$ cat config.mk
export PLATFORM = sky130hd
export DESIGN_NAME = adc_seq_ctrl
export DESIGN_NICKNAME = d
export VERILOG_FILES = /design/src/rtl/adc_seq_pkg.sv /design/src/rtl/adc_seq_clkdiv.sv /design/src/rtl/adc_seq_timer.sv /design/src/rtl/adc_seq_ctrl.sv
export SDC_FILE = /design/constraint.sdc
export NUM_CORES = 1
export LEC_CHECK = 0
export BUFFER_PORTS_ARGS = -buffer_cell sky130_fd_sc_hd__buf_2
export CAP_MARGIN = 20
export CORE_ASPECT_RATIO = 0.8
export CORE_MARGIN = 2
export CORE_UTILIZATION = 57
export DETAILED_ROUTE_END_ITERATION = 6
export GPL_TIMING_DRIVEN = 0
export PLACE_DENSITY = 0.91
export RECOVER_POWER = 100
export REMOVE_ABC_BUFFERS = 1
export SYNTH_ARGS = -nofsm -noshare
export SYNTH_HDL_FRONTEND = slang
export SYNTH_SLANG_ARGS = --single-unit
$ cat constraint.sdc
create_clock -name clk -period 3.2 [get_ports clk]
set_clock_uncertainty 0.15 [all_clocks]
set_input_delay 0.16 -clock clk [delete_from_list [all_inputs] [get_ports clk]]
set_output_delay 0.16 -clock clk [all_outputs]
set_load 0.01 [all_outputs]
$ cat src/rtl/adc_seq_pkg.sv
package adc_seq_pkg;
    localparam int CH_W = 4;
    localparam int PS_W = 3;

    localparam int B_EN   = 0;
    localparam int B_BUSY = 1;
    localparam int B_AUTO = 2;
    localparam int B_IE   = 3;
    localparam int B_FLAG = 4;
    localparam int B_PS   = 5;
    localparam int B_FREE = CH_W;

    typedef struct packed {
        logic            en;
        logic            busy;
        logic            auto_tr;
        logic            ie;
        logic            flag;
        logic [PS_W-1:0] presc;
        logic [CH_W-1:0] chan_wr;
        logic            free;
        logic [CH_W-1:0] chan_act;
        logic            en_act;
        logic            first;
        logic            trig;
    } seq_state_t;
endpackage

$ cat src/rtl/adc_seq_clkdiv.sv
module adc_seq_clkdiv #(
    parameter int PS_W = 3
) (
    input  logic            clk,
    input  logic            rst_n,
    input  logic            clear,
    input  logic [PS_W-1:0] psel,
    output logic            tick
);
    localparam int DIV_W = (1 << PS_W) - 1;

    logic [DIV_W-1:0] cnt_d, cnt_q;
    logic [DIV_W-1:0] mask;

    always_comb begin
        mask = '0;
        for (int i = 0; i < DIV_W; i++) begin
            if (i < int'(psel)) mask[i] = 1'b1;
        end
        if (psel == '0) mask[0] = 1'b1;
        tick  = ((cnt_q & mask) == mask);
        cnt_d = clear ? '0 : cnt_q + 1'b1;
    end

    always_ff @(posedge clk or negedge rst_n) begin
        if (!rst_n) cnt_q <= '0;
        else        cnt_q <= cnt_d;
    end
endmodule

$ cat src/rtl/adc_seq_timer.sv
module adc_seq_timer #(
    parameter int NORM_CLKS = 13,
    parameter int INIT_CLKS = 25
) (
    input  logic clk,
    input  logic rst_n,
    input  logic clear,
    input  logic tick,
    input  logic long_mode,
    output logic done
);
    localparam int CNT_W = $clog2(INIT_CLKS);

    logic [CNT_W-1:0] cnt_d, cnt_q;
    logic [CNT_W-1:0] last;

    always_comb begin
        last  = long_mode ? CNT_W'(INIT_CLKS - 1) : CNT_W'(NORM_CLKS - 1);
        done  = !clear && tick && (cnt_q == last);
        cnt_d = cnt_q;
        if (clear || done) cnt_d = '0;
        else if (tick)     cnt_d = cnt_q + 1'b1;
    end

    always_ff @(posedge clk or negedge rst_n) begin
        if (!rst_n) cnt_q <= '0;
        else        cnt_q <= cnt_d;
    end
endmodule

$ cat src/rtl/adc_seq_ctrl.sv
module adc_seq_ctrl
    import adc_seq_pkg::*;
#(
    parameter int NORM_CLKS = 13,
    parameter int INIT_CLKS = 25
) (
    input  logic            clk,
    input  logic            rst_n,
    input  logic            ctl_we,
    input  logic [7:0]      ctl_wdata,
    input  logic            chan_we,
    input  logic [CH_W:0]   chan_wdata,
    input  logic            trig_in,
    output logic [7:0]      ctl_rdata,
    output logic [CH_W:0]   chan_rdata,
    output logic [CH_W-1:0] mux_sel,
    output logic            irq
);
    seq_state_t st_d, st_q;
    logic       conv_done;
    logic       tick;
    logic       holding;
    logic       trig_rise;
    logic       start_req;

    adc_seq_clkdiv #(.PS_W(PS_W)) u_div (
        .clk   (clk),
        .rst_n (rst_n),
        .clear (!st_q.busy || conv_done),
        .psel  (st_q.presc),
        .tick  (tick)
    );

    adc_seq_timer #(.NORM_CLKS(NORM_CLKS), .INIT_CLKS(INIT_CLKS)) u_tmr (
        .clk       (clk),
        .rst_n     (rst_n),
        .clear     (!st_q.busy),
        .tick      (tick),
        .long_mode (st_q.first),
        .done      (conv_done)
    );

    always_comb begin
        st_d      = st_q;
        st_d.trig = trig_in;
        trig_rise = trig_in && !st_q.trig;
        holding   = st_q.busy && !conv_done;

        if (ctl_we) begin
            st_d.en      = ctl_wdata[B_EN];
            st_d.auto_tr = ctl_wdata[B_AUTO];
            st_d.ie      = ctl_wdata[B_IE];
            st_d.presc   = ctl_wdata[B_PS +: PS_W];
            if (ctl_wdata[B_FLAG]) st_d.flag = 1'b0;
        end
        if (chan_we) begin
            st_d.chan_wr = chan_wdata[CH_W-1:0];
            st_d.free    = chan_wdata[B_FREE];
        end
        if (conv_done) st_d.flag = 1'b1;

        if (!holding) begin
            st_d.chan_act = st_d.chan_wr;
            st_d.en_act   = st_d.en;
        end

        start_req = (ctl_we && ctl_wdata[B_BUSY]) || (st_q.auto_tr && trig_rise);
        if (holding)        st_d.busy = 1'b1;
        else if (conv_done) st_d.busy = st_d.en && st_d.auto_tr && st_d.free;
        else                st_d.busy = st_d.en && start_req;

        if (conv_done)    st_d.first = 1'b0;
        if (!st_d.en_act) st_d.first = 1'b1;
    end

    always_ff @(posedge clk or negedge rst_n) begin
        if (!rst_n) begin
            st_q       <= '0;
            st_q.first <= 1'b1;
        end else begin
            st_q <= st_d;
        end
    end

    always_comb begin
        ctl_rdata               = '0;
        ctl_rdata[B_EN]         = st_q.en;
        ctl_rdata[B_BUSY]       = st_q.busy;
        ctl_rdata[B_AUTO]       = st_q.auto_tr;
        ctl_rdata[B_IE]         = st_q.ie;
        ctl_rdata[B_FLAG]       = st_q.flag;
        ctl_rdata[B_PS +: PS_W] = st_q.presc;
        chan_rdata              = {st_q.free, st_q.chan_wr};
        mux_sel                 = st_q.chan_act;
        irq                     = st_q.flag && st_q.ie;
    end
endmodule

==> key figures <==
Run status
  • Outcome: finished with violations
  • Violated checks: capacitance limit, slew limit

Routing
  • Average detailed-routed wire length per instance: 16.81 µm
  • Total number of vias: 1278
  • Initial DRC count: 63
  • DRC: 0
  • Detailed Routing Iterations Pass 1: 4
  • Antenna-violating nets left: 0
  • DRT Wirelength: 3682 µm
  • Average vias per placed instance: 5.836

Critical path
  • Worst setup startpoint: st_q[1]
  • Worst-path maximum fanout: 15
  • Type of element launching the critical path: register
  • Cell-by-cell listing of the critical path: and3b_1, o2111ai_1, o41ai_4, mux2_2
  • Capture point of the critical path: mux_sel[1]
  • Category of the worst setup path capture point: register
  • Reg-to-reg startpoint: st_q[1]
  • Count of cell instances traversed by the critical path: 4
  • Worst reg-to-reg setup slack: 540 ps
  • Crit Path Category: register to register
  • Cell family with most CP delay: compound AO/OA/AOI/OAI gates
  • Critical Path Slowest Stage Cell: o41ai_4
  • Required time of the critical path: 3270 ps
  • R2R cell count: 4
  • Critical Path AT: 2730 ps
  • Peak per-stage delay on the critical path: 980 ps
  • Crit path buffers/inverters: 0
  • Capturing point of the worst reg2reg path: mux_sel[1]

Finish
  • Final standard cell area without fillers: 1919 µm²
  • # nets final: 201
  • FILL cells: 207
  • Layout Utilization: 0.6995
  • Total inserted antenna cells: 0
  • Syn-to-layout area delta: 16.65%
  • Share of layout cells above drive strength 1: 0.2044

STA
  • Sum Neg Setup Slack: 0 ps
  • Time the worst path needs with I/O delays and setup: 2658 ps
  • Hold violation count in the final report: 0
  • Achievable frequency: 376.3 MHz
  • PnR worst setup slack: 542.5 ps
  • Remaining max-slew budget at the tightest pin: -0.1058
  • Unrepaired setup endpoints after global routing: false
  • Number of pins exceeding their max-slew limit in the final report: 33
  • Finish-stage setup viols: 0
  • Worst hold slack: 23.87 ps
  • Final worst-path cycle share: 0.8305
  • Actual transition at the worst max-transition pin: 1659 ps

Pwr
  • Max VDD drop: 0.4440 mV
  • Part of the power in the clock network: 0.225
  • Leakage power figure: 0.8428 nW
  • Switching Fraction: 0.3527
  • Switching power: 0.0004652 W
  • Internal cell power: 0.0008538 W
  • Part of the power in combinational logic: 0.297
  • Power density over the cells: 687.2 nW/µm²
  • Sequential share of power: 0.478

Yosys
  • Avg Cell Area, Syn: 11.43 µm²
  • Synth Cell Area: 1645 µm²
  • Share of Yosys cell area claimed by the top area cell type: 0.4715
  • Prevailing post-synth register cell: dfrtp_1
  • Cell type contributing the most total cell area after synthesis: dfrtp_1
  • Fraction of the yosys area taken by sequential cells: 0.4875
  • Most used standard cell by instance count after synthesis: dfrtp_1
  • Number of cells produced by synthesis: 144
  • Number of enable flip-flop cells after synthesis: 0
  • Largest cells by area after synthesis: dfrtp_1, mux2_2, buf_4, ha_1, a21oi_1
  • Top cell types by occurrence after synthesis: dfrtp_1, buf_4, mux2_2
  • Count of different cell masters after synthesis: 42
  • Register bit total from synthesis: 32
  • Warnings from Yosys: 0
  • FFs w/ async S/R, synth: 1.000

Placed design
  • Weighted congestion reported at the end of routability-driven placement: 0.8834
  • Place WS: 600.0 ps
  • Final HPWL from detailed placement: 2390 µm
  • Cell Area, Placed: 1727 µm²
  • IO Port Bufs: 35

Clock network
  • TritonCTS Sinks: 32
  • CTS tree: done
  • Resize count post-CTS: 0
  • CTS Hold Buffers Added: 14
  • CTS H-Tree Depth: 2
  • Clock Pin Slew Worst Setup and Hold Paths: 100 ps
  • TritonCTS buffer count: 5
  • Max clock buf depth: 2
  • Clock Latency Late Sink: 330 ps
  • Clock root cell: clkbuf_4
  • Post-CTS Setup Inserts: 0

Floorplanning
  • Initial Utilization: 0.5996
  • IO Count: 36
  • Placeable core region: 2744 µm²
  • Overall die width: 64.07 µm
  • Vertical die dimension: 52.06 µm
  • Rows: 17
  • Full die area: 3335 µm²

Hold path
  • Worst min-delay path class: primary input to register

GRT
  • Total gr overflow: 0
  • Global-route wire length before repair: 6030 µm
  • GRT Overall Usage: 0.2495
  • Via count of the first global-routing pass: 1335
  • Antenna violations before repair: 0
  • Largest net degree at the start of global routing: 33

Job
  • # Max-Cap Violations: 1
## worst min-delay path by stage
| stage | start | endpoint | slack (ps) | cells after the start |
|---|---|---|---|---|
| 5_1_grt | chan_we | chan_rdata[0] | 20 | 2 |
| 3_5_place_dp | rst_n | ctl_rdata[1] | 90 | 1 |
| 4_1_cts | chan_we | chan_rdata[0] | 20 | 2 |
| 2_1_floorplan | rst_n | async pin | -290 | 0 |
| 3_3_place_gp | rst_n | ctl_rdata[0] | 70 | 1 |
| 6_report | chan_we | chan_rdata[1] | 20 | 2 |
## flip-flops by register name (all words and copies together), names as in the netlist, named ones only
name	cells
ctl_rdata	8
u_div.cnt_q	7
chan_rdata	5
st_q	2
u_tmr.cnt_q	5
mux_sel	4
## stage by stage
| stage | total power, W | std cells |
|---|---|---|
| floorplan | 0.0008774 | 124 |
| global placement | 0.0009845 | 197 |
| detailed placement | 0.001019 | 197 |
| CTS | 0.001330 | 219 |
| global route | 0.001408 | 219 |
| finish | 0.001319 | 219 |
## per-layer routing
metal  GRT usage  part of all wire
met4      0.1630             0.043
met5           0                 0
met1      0.2479              0.37
met3     0.05844             0.054
met2      0.4705              0.54
## placed cells by master, fill, tap and decap left out, types with 2 or more instances in the layout
cell type      count
and2_1             2
buf_2             16
mux2_2            11
or4_1              2
clkbuf_4           5
xor2_1             4
nand2b_1           2
nor2_1             7
nand3_1            5
nand4_1            4
nand2_1            5
dfrtp_1           31
ha_1               3
clkbuf_1          20
a21o_1             2
mux2_1             5
a21oi_1            7
dlygate4sd3_1     14
inv_1              5
o31ai_1            4
## power by group through the flow
stage | Sequential [W] | Combinational (W) | Clock, W
floorplan | 0.000624 | 0.000253 | 0
global placement | 0.000620 | 0.000364 | 0
detailed placement | 0.000633 | 0.000386 | 0
CTS | 0.000626 | 0.000403 | 0.000302
global route | 0.000645 | 0.000436 | 0.000327
finish | 0.000631 | 0.000391 | 0.000297
## final cells by class
class	count	area [µm²]	area share
clock inverters	2	35.03	0.01825
flip-flops and latches	32	802.0	0.4179
multi-input cells	87	683.2	0.3559
repair buffers	49	291.5	0.1519
clock buffers	6	41.29	0.02151
well taps	38	47.55	0.02477
inverters	5	18.77	0.009778
## cells by family after synthesis
logic type	share of synthesized area
buf+inv	0.09734
simple gates	0.1247
mux	0.1095
compound gates	0.1316
flops	0.4875
fa+ha+maj	0.02282
xor+xnor	0.02661
## worst register-to-register path, delay by kind of cell, from the launching register on
kind / cells / cell delay (ps)
AOI/OAI and AO/OA: 2 / 1200
DFF: 1 / 580
and+or+nand+nor: 1 / 210
muxes: 1 / 420
Note: power is estimated with default switching activity, not from simulation.
